$ cat src/rtl/tcs_pkg.sv
package tcs_pkg;
  typedef enum logic [1:0] {
    ST_OK    = 2'd0,
    ST_LIMIT = 2'd1,
    ST_ABORT = 2'd2,
    ST_BUSY  = 2'd3
  } status_e;

  typedef enum logic [1:0] {
    MD_NONE = 2'd0,
    MD_MEAS = 2'd1,
    MD_ADJ  = 2'd2,
    MD_TUNE = 2'd3
  } mode_e;
endpackage

$ cat src/rtl/tcs_target.sv
module tcs_target #(
  parameter int BYTE_W = 8
) (
  input  logic                clk,
  input  logic                rst_n,
  input  logic                wr_lo,
  input  logic                start,
  input  logic [BYTE_W-1:0]   wr_data,
  output logic                armed,
  output logic [2*BYTE_W-1:0] target
);
  logic [BYTE_W-1:0] lo_q;

  always_ff @(posedge clk) begin
    if (!rst_n) begin
      lo_q   <= '0;
      armed  <= 1'b0;
      target <= '0;
    end else begin
      if (start) begin
        target <= {wr_data, lo_q};
        armed  <= 1'b0;
      end
      if (wr_lo) begin
        lo_q  <= wr_data;
        armed <= 1'b1;
      end
    end
  end

  // a start consumes the armed low byte
  p_arm_consumed_r4: assert property (@(posedge clk) disable iff (!rst_n)
    (start && !wr_lo) |=> !armed);
endmodule

$ cat src/rtl/tcs_timer.sv
module tcs_timer #(
  parameter int DUR_W = 16
) (
  input  logic             clk,
  input  logic             rst_n,
  input  logic             start,
  input  logic             busy,
  input  logic [DUR_W-1:0] dur_cycles,
  input  logic             dp_limit,
  output logic             done,
  output logic             limit_hit
);
  localparam int CW = DUR_W + 1;

  logic [CW-1:0] cnt_q;
  logic [CW-1:0] dur_eff;
  logic          lim_q;

  always_comb begin
    dur_eff   = (dur_cycles == '0) ? CW'(1) : {1'b0, dur_cycles};
    done      = busy && ((cnt_q + CW'(1)) >= dur_eff);
    limit_hit = lim_q | dp_limit;
  end

  always_ff @(posedge clk) begin
    if (!rst_n) begin
      cnt_q <= '0;
      lim_q <= 1'b0;
    end else if (start) begin
      cnt_q <= '0;
      lim_q <= 1'b0;
    end else if (busy && !done) begin
      cnt_q <= cnt_q + CW'(1);
      lim_q <= lim_q | dp_limit;
    end
  end

  // every run begins from a cleared count and a clean limit record
  p_fresh_run_r3: assert property (@(posedge clk) disable iff (!rst_n)
    start |=> (cnt_q == '0 && !lim_q));
endmodule

$ cat src/rtl/tcs_tuned.sv
module tcs_tuned #(
  parameter int POS_W = 13
) (
  input  logic             clk,
  input  logic             rst_n,
  input  logic             set_ok,
  input  logic [POS_W-1:0] pos_in,
  input  logic             clr_start,
  input  logic             pwr_on,
  input  logic             lock_lost,
  input  logic             irq_clr,
  output logic             tuned,
  output logic [POS_W-1:0] tune_pos,
  output logic             irq
);
  logic clear;
  logic tuned_nxt;

  always_comb begin
    clear     = !pwr_on || lock_lost || clr_start;
    tuned_nxt = clear ? 1'b0 : (set_ok ? 1'b1 : tuned);
  end

  always_ff @(posedge clk) begin
    if (!rst_n) begin
      tuned    <= 1'b0;
      tune_pos <= '0;
      irq      <= 1'b0;
    end else begin
      tuned <= tuned_nxt;
      if (set_ok) tune_pos <= pos_in;
      if (tuned && !tuned_nxt) irq <= 1'b1;
      else if (irq_clr)        irq <= 1'b0;
    end
  end

  p_tuned_off_r9: assert property (@(posedge clk) disable iff (!rst_n)
    (!pwr_on || lock_lost) |=> !tuned);

  p_irq_on_fall_r10: assert property (@(posedge clk) disable iff (!rst_n)
    $fell(tuned) |-> irq);

  p_irq_rise_src_r10: assert property (@(posedge clk) disable iff (!rst_n)
    $rose(irq) |-> $fell(tuned));

  p_irq_hold_r10: assert property (@(posedge clk) disable iff (!rst_n)
    (irq && !irq_clr) |=> irq);
endmodule

$ cat src/rtl/tune_cmd_seq.sv
module tune_cmd_seq #(
  parameter int BYTE_W = 8,
  parameter int POS_W  = 13,
  parameter int DUR_W  = 16
) (
  input  logic                clk,
  input  logic                rst_n,
  input  logic                wr_lo,
  input  logic                wr_hi,
  input  logic                wr_id,
  input  logic [BYTE_W-1:0]   wr_data,
  input  logic [1:0]          mode,
  input  logic                pwr_on,
  input  logic                lock_lost,
  input  logic                dp_limit,
  input  logic [DUR_W-1:0]    dur_cycles,
  input  logic                irq_clr,
  output logic [2*BYTE_W-1:0] target,
  output logic [1:0]          busy_mode,
  output logic [1:0]          status,
  output logic                tuned,
  output logic [POS_W-1:0]    tune_pos,
  output logic                irq
);
  import tcs_pkg::*;

  localparam int TGT_W = 2 * BYTE_W;

  logic armed, start, busy, kill, done, limit_hit, set_ok, clr_start;
  mode_e   mode_q;
  status_e status_q;

  always_comb begin
    busy      = (mode_q != MD_NONE);
    start     = wr_hi && pwr_on && (mode != 2'(MD_NONE)) && armed && !busy;
    kill      = busy && (!pwr_on || wr_id);
    set_ok    = done && !kill && (mode_q == MD_TUNE) && !limit_hit;
    clr_start = start && (mode == 2'(MD_TUNE));
  end

  always_ff @(posedge clk) begin
    if (!rst_n) begin
      mode_q   <= MD_NONE;
      status_q <= ST_OK;
    end else if (start) begin
      mode_q   <= mode_e'(mode);
      status_q <= ST_BUSY;
    end else if (kill) begin
      mode_q   <= MD_NONE;
      status_q <= ST_ABORT;
    end else if (done) begin
      mode_q   <= MD_NONE;
      status_q <= limit_hit ? ST_LIMIT : ST_OK;
    end
  end

  assign busy_mode = mode_q;
  assign status    = status_q;

  tcs_target #(.BYTE_W(BYTE_W)) i_target (
    .clk(clk), .rst_n(rst_n), .wr_lo(wr_lo), .start(start),
    .wr_data(wr_data), .armed(armed), .target(target)
  );

  tcs_timer #(.DUR_W(DUR_W)) i_timer (
    .clk(clk), .rst_n(rst_n), .start(start), .busy(busy),
    .dur_cycles(dur_cycles), .dp_limit(dp_limit),
    .done(done), .limit_hit(limit_hit)
  );

  tcs_tuned #(.POS_W(POS_W)) i_tuned (
    .clk(clk), .rst_n(rst_n), .set_ok(set_ok),
    .pos_in(target[POS_W-1:0]), .clr_start(clr_start),
    .pwr_on(pwr_on), .lock_lost(lock_lost), .irq_clr(irq_clr),
    .tuned(tuned), .tune_pos(tune_pos), .irq(irq)
  );

  p_busy_has_mode_r2: assert property (@(posedge clk) disable iff (!rst_n)
    (status == 2'(ST_BUSY)) |-> (busy_mode != 2'(MD_NONE)));

  p_abort_code_r5: assert property (@(posedge clk) disable iff (!rst_n)
    (busy_mode != 2'(MD_NONE) && wr_id) |=> (status == 2'(ST_ABORT)));

  p_hi_ignored_r6: assert property (@(posedge clk) disable iff (!rst_n)
    (busy_mode != 2'(MD_NONE) && wr_hi) |=> $stable(target));

  p_power_abort_r7: assert property (@(posedge clk) disable iff (!rst_n)
    (busy_mode != 2'(MD_NONE) && !pwr_on) |=> (status == 2'(ST_ABORT)));

  p_no_start_off_r7: assert property (@(posedge clk) disable iff (!rst_n)
    (busy_mode == 2'(MD_NONE) && !pwr_on) |=> (busy_mode == 2'(MD_NONE)));

  p_tuned_src_r8: assert property (@(posedge clk) disable iff (!rst_n)
    $rose(tuned) |-> ($past(busy_mode) == 2'(MD_TUNE) && status == 2'(ST_OK)));
endmodule

$ cat config.mk
export PLATFORM = sky130hd
export DESIGN_NAME = tune_cmd_seq
export DESIGN_NICKNAME = d
export VERILOG_FILES = /design/src/rtl/tcs_pkg.sv /design/src/rtl/tcs_target.sv /design/src/rtl/tcs_timer.sv /design/src/rtl/tcs_tuned.sv /design/src/rtl/tune_cmd_seq.sv
export SDC_FILE = /design/constraint.sdc
export NUM_CORES = 1
export LEC_CHECK = 0
export BUFFER_PORTS_ARGS = -buffer_cell sky130_fd_sc_hd__buf_2
export CAP_MARGIN = 20
export CORE_ASPECT_RATIO = 0.8
export CORE_MARGIN = 3
export CORE_UTILIZATION = 45
export CTS_CLUSTER_DIAMETER = 60
export CTS_CLUSTER_SIZE = 10
export DETAILED_ROUTE_END_ITERATION = 8
export GPL_ROUTABILITY_DRIVEN = 0
export HOLD_SLACK_MARGIN = 0.08
export PLACE_DENSITY = 0.68
export SKIP_LAST_GASP = 1
export SLEW_MARGIN = 20
export SYNTH_ARGS = -nofsm -noshare
export SYNTH_HDL_FRONTEND = slang
export SYNTH_SLANG_ARGS = --single-unit
$ cat constraint.sdc
create_clock -name clk -period 4.33 [get_ports clk]
set_input_delay 0.6495 -clock clk [delete_from_list [all_inputs] [get_ports clk]]
set_output_delay 0.6495 -clock clk [all_outputs]
set_load 0.05 [all_outputs]
==> flow_metrics.py <==
metrics = {
    "drt": {
        "ant_nets": 0,
        "initialDrtViolationCount": 153,
        "wl_per_cell_um": 15.6,
        "drt_pass1_iterations": 5,
        "drc": 0,
        "wirelength_mm": 8.58,
        "via_per_inst": 5.68,
        "num_vias": 3131,
    },
    "floorplan": {
        "die_w_um": 102,
        "start_util": 0.473,
        "core_sq_um": 6990,
        "num_rows": 27,
        "die_area_sq_um": 8410,
        "dieHeight_um": 82.6,
        "ioPinCount": 70,
    },
    "grt": {
        "overflow": 0,
        "grt_max_degree": 53,
        "grt.total_usage": 0.216,
        "grt_pass1_wl_mm": 14.3,
        "first_global_vias": 2920,
        "antenna_found_initial": 0,
    },
    "layout": {
        "drive_above_1_share": 0.218,
        "finalNetCount": 511,
        "antennaDiodeCount": 0,
        "final_area_sq_um": 3890,
        "area_growth_pct": 17.8,
    },
    "timing": {
        "tns_ns": 0,
        "fmax_ghz": 0.250,
        "finalSetupViolations": 0,
        "post-route-min-period_ns": 4.00,
        "relSlewSlack": 0.420,
        "drv_slew": 0,
        "worst_slew_pin_slew_ns": 0.870,
        "hold_viol": 0,
        "clock_skew_ns": 0.0115,
        "grt_setup_unrepaired": "no",
        "fin_crit_sh": 0.923,
    },
    "worst_setup_path": {
        "crit_top_cell": "nand3_1",
        "reg2regPathDepth": 14,
        "worstPathMaxFanout": 36,
        "slowest_delay_ns": 0.47,
        "critPathKind": "reg2reg",
        "crit_arrival_ns": 4.26,
        "end_kind": "register",
        "cp.required_ns": 4.59,
        "path_cells": "ha_1 > nand3_1 > nor3_1 > and3_1 > nand3_1 > xnor2_1 > ha_1 > nand3_1 > nor4_1 > o21a_1 > o31a_1 > buf_4 > or4_1 > mux2i_1",
        "crit_path_top_delay_cell": "nor3_1",
        "cp-start-kind": "register",
    },
    "yosys": {
        "synth_top_area_cell": "dfxtp_1",
        "synthTopCellsByCount": "62 x dfxtp_1, 57 x nand2_1, 45 x a21oi_1",
        "synthTopCellsByArea": "dfxtp_1 38%, a21oi_1 6.8%, nand2_1 6.5%",
        "netlist_area_sq_um": 3300,
        "ys_seq_elements": 62,
        "ys_async_sr_fraction": 0,
        "syn_avg_cell_area_sq_um": 8.37,
        "syn_nets": 447,
        "synth_top_area_share": 0.376,
        "syn_inst": 395,
        "synth_ff_type": "dfxtp_1",
        "synth_edf_count": 0,
        "synth_cell_types": 48,
        "ys_seq_area_frac": 0.376,
        "yosysMostFrequentCell": "dfxtp_1",
        "synth_warnings": 0,
    },
    "power": {
        "powerDensity_nw_per_um2": 303,
        "vdd_drop_max_mv": 0.184,
        "p_leak_nw": 1.76,
    },
    "clock_network": {
        "cts_inserted_buffers": 9,
        "ctsHoldBuffers": 0,
        "h-tree-depth": 3,
        "cts_sinks": 62,
        "clkLatencyLatePin_ns": 0.34,
        "ctsLongestPathBuffers": 2,
        "cts.root.buffer_cell": "clkbuf_8",
        "post-cts-setup-buffer-count": 0,
        "tritoncts": "done",
        "clk_pin_slew_ns": 0.08,
    },
    "placed_design": {
        "place_area_sq_um": 3680,
        "dp_hpwl_mm": 6.15,
        "port_buffers": 69,
    },
    "min_path": {
        "hold_path_class": "reg2reg",
        "hold_depth": 2,
    },
    "job": {
        "cap_violations": 0,
    },
    "run_status": {
        "status": "finished, final reports clean",
    },
}
final cells by class:
class	count	area (sq um)
fill	662	3100
multi-input combinational	292	1880
sequential	62	1240
timing repair buffer	76	398
clock buffer	9	124
tap	87	109
clock inverter	7	73.8
inverter	18	67.6
layer usage:
layer / GRT usage / wire length [um] / vias up
li1: - / - / 1563
met1: 0.323 / 4190 / 1459
met2: 0.298 / 3630 / 100
met3: 0.0714 / 668 / 9
met4: 0.0478 / 86 / 0
met5: 0 / 0 / -
report_power, final:
group	switching (mW)	internal [mW]	leakage, nW
sequential	0.00608	0.579	0.502
clock	0.235	0.267	0.0996
combinational	0.0594	0.0332	1.15
total	0.300	0.880	1.76
critical path: cells and delay by family (launching register included):
family                   cells  cell delay [ns]
buffers and inverters        1             0.32
XOR/XNOR                     1             0.15
multiplexers                 1             0.17
adder cells (fa/ha/maj)      2             0.54
AND/OR/NAND/NOR              7             1.87
flip-flops                   1             0.42
AO/OA/AOI/OAI                2             0.44
registers in the layout, indices dropped and copies added (netlist names):
signal            cells
i_tuned.irq           1
i_timer.lim_q         1
status                2
busy_mode             2
i_timer.cnt_q        17
i_tuned.tune_pos     13
i_target.armed        1
i_tuned.tuned         1
i_target.target      16
i_target.lo_q         8
stage by stage:
step	utilization	setup WS (ns)	hold WS [ns]	total power [mW]	instances
after global placement	0.527	0.506	0.434	0.689	535
after CTS	0.555	0.181	0.453	1.19	551
after floorplan	-	0.864	0.431	0.655	395
final	0.556	0.333	0.452	1.18	551
after global routing	0.556	0.00202	0.476	1.23	551
after detailed placement	0.527	0.217	0.444	0.690	535
what timing repair did:
| action | in CTS | in global routing |
|---|---|---|
| resized for setup | 0 | 1 |
| endpoints found under the hold margin | 0 | 0 |
| endpoints found under the setup margin | 0 | 20 |
layout by cell type (no fill, tap or decap), types with 6 or more instances in the layout:
cell and n:
buf_2 69, nand4_1 8, or4_1 8, nor2_1 22, xor2_1 10, o211ai_1 14
o31ai_1 11, a21oi_1 45, nand2_1 57, or3_1 7, inv_1 18, nor4_1 6
mux2i_1 13, nand3_1 22, buf_4 7, ha_1 17, dfxtp_1 62, clkbuf_8 9
kinds of logic after synthesis:
kind of cell               Yosys count  synth area share
and+or+nand+nor                    152             0.232
AOI/OAI and AO/OA                   95             0.187
DFF                                 62             0.376
buffers and inverters               41            0.0610
adders and majority gates           17            0.0644
xor gates and xnor gates            15            0.0398
muxes                               13            0.0394
final timing paths:
kind                                         start                                to  slack (ns)
setup / recovery     i_timer.cnt_q[0]$_SDFFE_PP0P_    i_timer.cnt_q[15]$_SDFFE_PP0P_        0.33
hold / removal    i_target.target[13]$_SDFFE_PN0P_  i_target.target[13]$_SDFFE_PN0P_        0.45
setup reg to reg     i_timer.cnt_q[0]$_SDFFE_PP0P_    i_timer.cnt_q[15]$_SDFFE_PP0P_        0.33
hold reg to reg   i_target.target[13]$_SDFFE_PN0P_  i_target.target[13]$_SDFFE_PN0P_        0.45
Power figures use the tool's default switching activity.
